$ cat src/rtl/cr_pkg.sv
package cr_pkg;
  localparam int DATA_W     = 32;
  localparam int CHAN_W     = 4;
  localparam int SLOT_SHIFT = 4;
  localparam int CH_ADDR_W  = CHAN_W + SLOT_SHIFT;
  localparam logic [DATA_W-1:0] INVALID_WORD = 32'h0000_000F;
  localparam logic [CHAN_W-1:0] WINDOW_PAGE  = 4'hA;
  localparam logic [CHAN_W-1:0] WINDOW_LAST  = 4'hC;

  // channel field of a request word
  function automatic logic [CHAN_W-1:0] chan_of(input logic [DATA_W-1:0] word);
    return word[CHAN_W-1:0];
  endfunction

  function automatic logic chan_ok(input logic [CHAN_W-1:0] ch, input int n);
    return int'(ch) < n;
  endfunction

  // child slot address: channel times slot size
  function automatic logic [CH_ADDR_W-1:0] slot_addr(input logic [CHAN_W-1:0] ch);
    return {ch, {SLOT_SHIFT{1'b0}}};
  endfunction

  // word-aligned offsets of the request window
  function automatic logic in_window(input logic [CH_ADDR_W-1:0] addr);
    return (addr[CH_ADDR_W-1:SLOT_SHIFT] == WINDOW_PAGE) &&
           (addr[SLOT_SHIFT-1:0] <= WINDOW_LAST) && (addr[1:0] == 2'b00);
  endfunction
endpackage

$ cat src/rtl/cr_fifo.sv
module cr_fifo #(
  parameter int W     = 32,
  parameter int DEPTH = 32
) (
  input  logic         clk,
  input  logic         rst_n,
  input  logic         push,
  input  logic         pop,
  input  logic [W-1:0] din,
  output logic [W-1:0] dout,
  output logic         empty,
  output logic         full
);
  localparam int AW = (DEPTH > 1) ? $clog2(DEPTH) : 1;
  localparam logic [AW-1:0] LAST = AW'(DEPTH - 1);
  localparam logic [AW:0]   FULL_CNT = (AW+1)'(DEPTH);

  logic [W-1:0]  mem [DEPTH];
  logic [AW-1:0] wp, rp;
  logic [AW:0]   cnt;
  logic          do_push, do_pop;

  function automatic logic [AW-1:0] bump(input logic [AW-1:0] p);
    return (p == LAST) ? '0 : p + 1'b1;
  endfunction

  assign empty   = (cnt == '0);
  assign full    = (cnt == FULL_CNT);
  assign do_push = push && !full;
  assign do_pop  = pop && !empty;
  assign dout    = mem[rp];

  always_ff @(posedge clk) begin
    if (do_push) mem[wp] <= din;
  end

  always_ff @(posedge clk or negedge rst_n) begin
    if (!rst_n) begin
      wp  <= '0;
      rp  <= '0;
      cnt <= '0;
    end else begin
      if (do_push) wp <= bump(wp);
      if (do_pop)  rp <= bump(rp);
      case ({do_push, do_pop})
        2'b10:   cnt <= cnt + 1'b1;
        2'b01:   cnt <= cnt - 1'b1;
        default: cnt <= cnt;
      endcase
    end
  end
endmodule

$ cat src/rtl/cr_route.sv
module cr_route
  import cr_pkg::*;
#(
  parameter int NUM_CHAN = 9
) (
  input  logic                 req_hit,
  input  logic [DATA_W-1:0]    req_word,
  input  logic                 hold_full,
  input  logic                 hold_empty,
  input  logic [DATA_W-1:0]    hold_head,
  input  logic [NUM_CHAN-1:0]  child_pend,
  output logic                 queue_push,
  output logic                 direct_wr,
  output logic                 drain_pop,
  output logic                 wr_en,
  output logic [CH_ADDR_W-1:0] wr_addr,
  output logic [DATA_W-1:0]    wr_data
);
  logic [CHAN_W-1:0] req_ch, head_ch;
  logic              req_ok, req_busy, head_busy, accept;

  always_comb begin
    req_ch    = chan_of(req_word);
    head_ch   = chan_of(hold_head);
    req_ok    = chan_ok(req_ch, NUM_CHAN);
    req_busy  = req_ok ? child_pend[req_ch] : 1'b1;
    head_busy = chan_ok(head_ch, NUM_CHAN) ? child_pend[head_ch] : 1'b1;
    accept     = req_hit && !hold_full && req_ok;
    direct_wr  = accept && !req_busy;
    queue_push = accept && req_busy;
    // a direct write owns the child port; the queue waits a cycle
    drain_pop  = !hold_empty && !head_busy && !direct_wr;
    wr_en      = direct_wr || drain_pop;
    wr_data    = direct_wr ? req_word : hold_head;
    wr_addr    = slot_addr(direct_wr ? req_ch : head_ch);
  end
endmodule

$ cat src/rtl/cr_collect.sv
module cr_collect
  import cr_pkg::*;
#(
  parameter int NUM_CHAN = 9
) (
  input  logic [NUM_CHAN-1:0] child_avail,
  input  logic                ret_full,
  output logic                pull,
  output logic [CHAN_W-1:0]   pull_ch
);
  always_comb begin
    pull_ch = '0;
    for (int i = NUM_CHAN - 1; i >= 0; i--) begin
      if (child_avail[i]) pull_ch = CHAN_W'(i);
    end
    pull = (|child_avail) && !ret_full;
  end
endmodule

$ cat src/rtl/chan_req_router.sv
module chan_req_router
  import cr_pkg::*;
#(
  parameter int NUM_CHAN   = 9,
  parameter int HOLD_DEPTH = 32,
  parameter int RET_DEPTH  = 32
) (
  input  logic                 clk,
  input  logic                 rst_n,
  input  logic                 host_wr,
  input  logic [CH_ADDR_W-1:0] host_addr,
  input  logic [DATA_W-1:0]    host_wdata,
  input  logic                 ret_pop,
  output logic [DATA_W-1:0]    ret_data,
  output logic                 ret_empty,
  output logic                 ret_full,
  input  logic [NUM_CHAN-1:0]  child_pend,
  input  logic [NUM_CHAN-1:0]  child_avail,
  output logic                 cb_wr,
  output logic [CH_ADDR_W-1:0] cb_waddr,
  output logic [DATA_W-1:0]    cb_wdata,
  output logic                 cb_rd,
  output logic [CH_ADDR_W-1:0] cb_raddr,
  input  logic [DATA_W-1:0]    cb_rdata
);
  // named internal events, used by the checker
  logic              req_hit;
  logic              hold_full, hold_empty, queue_push, direct_wr, drain_pop;
  logic [DATA_W-1:0] hold_head, ret_head;
  logic              pull;
  logic [CHAN_W-1:0] pull_ch;

  assign req_hit = host_wr && in_window(host_addr);

  cr_fifo #(.W(DATA_W), .DEPTH(HOLD_DEPTH)) u_hold (
    .clk   (clk),
    .rst_n (rst_n),
    .push  (queue_push),
    .pop   (drain_pop),
    .din   (host_wdata),
    .dout  (hold_head),
    .empty (hold_empty),
    .full  (hold_full)
  );

  cr_route #(.NUM_CHAN(NUM_CHAN)) u_route (
    .req_hit    (req_hit),
    .req_word   (host_wdata),
    .hold_full  (hold_full),
    .hold_empty (hold_empty),
    .hold_head  (hold_head),
    .child_pend (child_pend),
    .queue_push (queue_push),
    .direct_wr  (direct_wr),
    .drain_pop  (drain_pop),
    .wr_en      (cb_wr),
    .wr_addr    (cb_waddr),
    .wr_data    (cb_wdata)
  );

  cr_collect #(.NUM_CHAN(NUM_CHAN)) u_collect (
    .child_avail (child_avail),
    .ret_full    (ret_full),
    .pull        (pull),
    .pull_ch     (pull_ch)
  );

  assign cb_rd    = pull;
  assign cb_raddr = slot_addr(pull_ch);

  cr_fifo #(.W(DATA_W), .DEPTH(RET_DEPTH)) u_ret (
    .clk   (clk),
    .rst_n (rst_n),
    .push  (pull),
    .pop   (ret_pop),
    .din   (cb_rdata),
    .dout  (ret_head),
    .empty (ret_empty),
    .full  (ret_full)
  );

  assign ret_data = ret_empty ? INVALID_WORD : ret_head;
endmodule

$ cat config.mk
export PLATFORM = sky130hd
export DESIGN_NAME = chan_req_router
export DESIGN_NICKNAME = d
export VERILOG_FILES = /design/src/rtl/cr_pkg.sv /design/src/rtl/cr_fifo.sv /design/src/rtl/cr_route.sv /design/src/rtl/cr_collect.sv /design/src/rtl/chan_req_router.sv
export SDC_FILE = /design/constraint.sdc
export NUM_CORES = 2
export LEC_CHECK = 0
export ABC_CLOCK_PERIOD_IN_PS = 8150
export BUFFER_PORTS_ARGS = -buffer_cell sky130_fd_sc_hd__buf_2
export CAP_MARGIN = 30
export CORE_ASPECT_RATIO = 1.5
export CORE_MARGIN = 8
export CORE_UTILIZATION = 25
export CTS_BUF_LIST = sky130_fd_sc_hd__clkbuf_4
export DETAILED_ROUTE_END_ITERATION = 10
export PLACE_DENSITY_LB_ADDON = 0.12
export SLEW_MARGIN = 20
export SYNTH_ARGS = -nofsm -noshare
export SYNTH_HDL_FRONTEND = slang
export SYNTH_SLANG_ARGS = --single-unit
$ cat constraint.sdc
create_clock -name clk -period 8.15 [get_ports clk]
set_input_delay 0 -clock clk [delete_from_list [all_inputs] [get_ports clk]]
set_output_delay 0 -clock clk [all_outputs]
set_load 0.01 [all_outputs]
==> results.toml <==
[sta]
finalSetupViolCount = 0
finalMaxSlewViolations = 0
finClkSkew_ps = 74.5
hold_violations = 0
tightestPinTransition_ps = 1010
relSlewSlack_pct = 32.5
rsz0062_at_grt = "false"
max_clock_freq_mhz = 162
tns_ps = 0
whs_ps = 272
fin_crit_ps = 6180
finalCritPeriodShare_pct = 75.8

[place]
gp_congestion = 0.675
portBuffers = 167
dp_hpwl_mm = 126
place_inst = 7749

[setup_path]
critPathMaxFanout = 55
endpoint_kind = "output port"
cp.buffers_inverters = 4
crit_path_start_kind = "register"
path_cells = "buf_4 -> buf_4 -> buf_4 -> mux4_2 -> mux4_2 -> mux2i_1 -> a21oi_1 -> buf_2"
cpPeakStageDelay_ps = 850
worstRegToRegCells = 18
cpMostUsedCell = "buf_4"
crit-reg2reg-launch = "u_hold.rp[1]$_DFFE_PN0P_"
startpoint = "u_hold.rp[1]$_DFFE_PN0P_"
ff2ff_setup_slack_ps = 2050
cp.arrival_ps = 6180
critical-path-top-delay-family = "buffers and inverters"
cp_slowest_cell = "buf_4"
crit_type = "register to output port"
crit_required_ps = 8150
timing.rr.end = "u_hold.cnt[5]$_DFFE_PN0P_"

[global_route]
grt_pass1_vias = 43812
grt_max_degree = 81
gr-usage-all-layers_pct = 14.0
antenna_found_initial = 24
grt_overflow = 0
grt_pass1_wl_mm = 341

[yosys]
synth-edff-count = 2048
syn-instance-count = 3415
syn-cell-area_um2 = 80600
synth.area.top_cells = "edfxtp_1, mux4_2, dfrtp_1"
avgSynthCellArea_um2 = 23.6
synthFlopType = "edfxtp_1"
ys_seq_area_share_pct = 77.3
ys_types = 61
synth.top_cell.area_share_pct = 76.3
ys_async_sr_fraction_pct = 1.54
synth.largest_area_cell = "edfxtp_1"
synth-seq-cells = 2080
ys_warn_count = 0

[drt]
firstDrtPassIters = 5
via_count = 39386
antenna_left = 0
wl_mm = 245
wire_per_inst_um = 27.5
drc = 0
viasPerCell = 4.42
drt_iter0_markers = 2291

[die]
initial_core_util_pct = 25.1
core_um2 = 321000
die_width_um = 480
num_rows = 255
die_area_um2 = 341000
die_height_um = 711
io-pin-count = 178

[finish]
drive_above_1_share_pct = 41.3
finalNetCount = 4414
seqCellArea_um2 = 62300
multi_input_area_um2 = 17900
area_growth_syn_to_layout_pct = 20.2
final_cell_mix = "edfxtp_1, clkbuf_4, mux4_2"
final_cells = 8908
mostFrequentLayoutCell = "edfxtp_1"
fillers = 31336

[min_path]
hp-class = "primary input to output port"
holdPathStages = 3
worstHoldStart = "child_avail[0]"
min_to = "cb_raddr[4]"

[clock_tree]
clk_latency_ps = 1230
cts_setup_buffers = 0
clock-sinks = 2080
cts_buffers = 561
cts.clk_slew.worst_paths_ps = 60
ctsHtreeMaxLevel = 6
cts.repair.resized = 0
root_buffer = "clkbuf_4"
cts_tree = "built"
cts_buffer_depth = 4

[pwr]
leakagePower_nw = 31.0
ir_drop_mv = 0.269
p_per_area_nw_per_um2 = 325

[run_status]
outcome = "completed"

[job]
drv_cap = 0
sequential cells by signal, summed over array words and instances (netlist names):
register	flops
u_hold.mem	1024
u_ret.mem	1024
u_hold.cnt	6
u_ret.cnt	6
u_hold.rp	5
u_hold.wp	5
u_ret.rp	5
u_ret.wp	5
stage by stage:
step                      worst slack, ps  total power (W)  utilization (%)  cell area, µm²
after floorplan                      4020           0.0190                -           80600
after global placement               2320           0.0226             27.2           87300
after detailed placement             2500           0.0227             27.2           87500
after CTS                            1470           0.0323             29.9           96200
after global routing                 1490           0.0332             30.1           96900
final                                1970           0.0315             30.2           96900
cell type report:
type	count	share of cell area, %
Sequential cell	2080	64.3
Multi-Input combinational cell	1131	18.5
Clock buffer	810	6.28
Tap cell	4240	5.48
Timing Repair Buffer	498	4.39
Clock inverter	110	0.894
Inverter	22	0.0852
Antenna cell	17	0.0439
power breakdown:
group,total (W),leakage (nW),switching (W),internal [W]
clock,0.00933,4.14,0.00433,0.00500
sequential,0.0130,18.8,0.000561,0.0124
combinational,0.00914,8.00,0.00484,0.00430
cells in the mapped netlist, types with 3 or more instances:
| master | n |
|---|---|
| edfxtp_1 | 2048 |
| mux4_2 | 616 |
| nor2_1 | 141 |
| clkbuf_1 | 101 |
| mux2i_1 | 72 |
| buf_1 | 51 |
| nand2_1 | 44 |
| a21oi_1 | 39 |
| dfrtp_1 | 32 |
| ha_1 | 24 |
| o21ai_0 | 24 |
| buf_2 | 21 |
| inv_1 | 21 |
| nand3_1 | 19 |
| mux2_2 | 15 |
| buf_4 | 14 |
| mux4_1 | 12 |
| nor3_1 | 10 |
| nor2b_1 | 9 |
| nand3b_1 | 7 |
| and3_1 | 6 |
| or3_1 | 6 |
| xnor2_1 | 6 |
| xor2_1 | 6 |
| a211o_1 | 5 |
| a21o_1 | 5 |
| or3b_2 | 5 |
| nand4_1 | 4 |
| nor3b_1 | 4 |
| a31oi_1 | 3 |
| nand2b_1 | 3 |
| nor4_1 | 3 |
worst max path at each step:
stage | end | slack [ps] | cells past startpoint
2_1_floorplan | u_hold.cnt[5]$_DFFE_PN0P_ | 4020 | 19
3_3_place_gp | cb_wdata[6] | 2320 | 8
3_5_place_dp | u_hold.cnt[5]$_DFFE_PN0P_ | 2500 | 17
4_1_cts | cb_wdata[9] | 1470 | 8
5_1_grt | cb_wdata[9] | 1490 | 8
6_report | cb_wdata[9] | 1970 | 8
cells by family after synthesis:
family                   after synthesis  synth area share, %
AO/OA/AOI/OAI                         99                0.764
XOR/XNOR                              12                0.130
adder cells (fa/ha/maj)               26                0.422
buffers and inverters                211                 1.11
flip-flops                          2080                 77.3
multiplexers                         715                 18.7
other                                  1              0.00465
AND/OR/NAND/NOR                      271                 1.56
tightest hold or removal path, cell delays in order:
cell    delay (ps)
buf_2          100
nor2_1          40
buf_2          130
what timing repair did:
action	CTS	global route
hold endpoints to repair	2296	596
hold buffers	163	19
endpoints found under the setup margin	0	0
per-layer routing:
| metal | vias up | global-route usage [%] | part of all wire, % |
|---|---|---|---|
| li1 | 16722 | - | - |
| met1 | 21250 | 15.2 | 37 |
| met2 | 985 | 27.6 | 57 |
| met3 | 405 | 2.75 | 4.1 |
| met4 | 24 | 3.46 | 1.9 |
| met5 | - | 0 | 0.059 |
No activity file was read; power rests on OpenSTA's default activity.
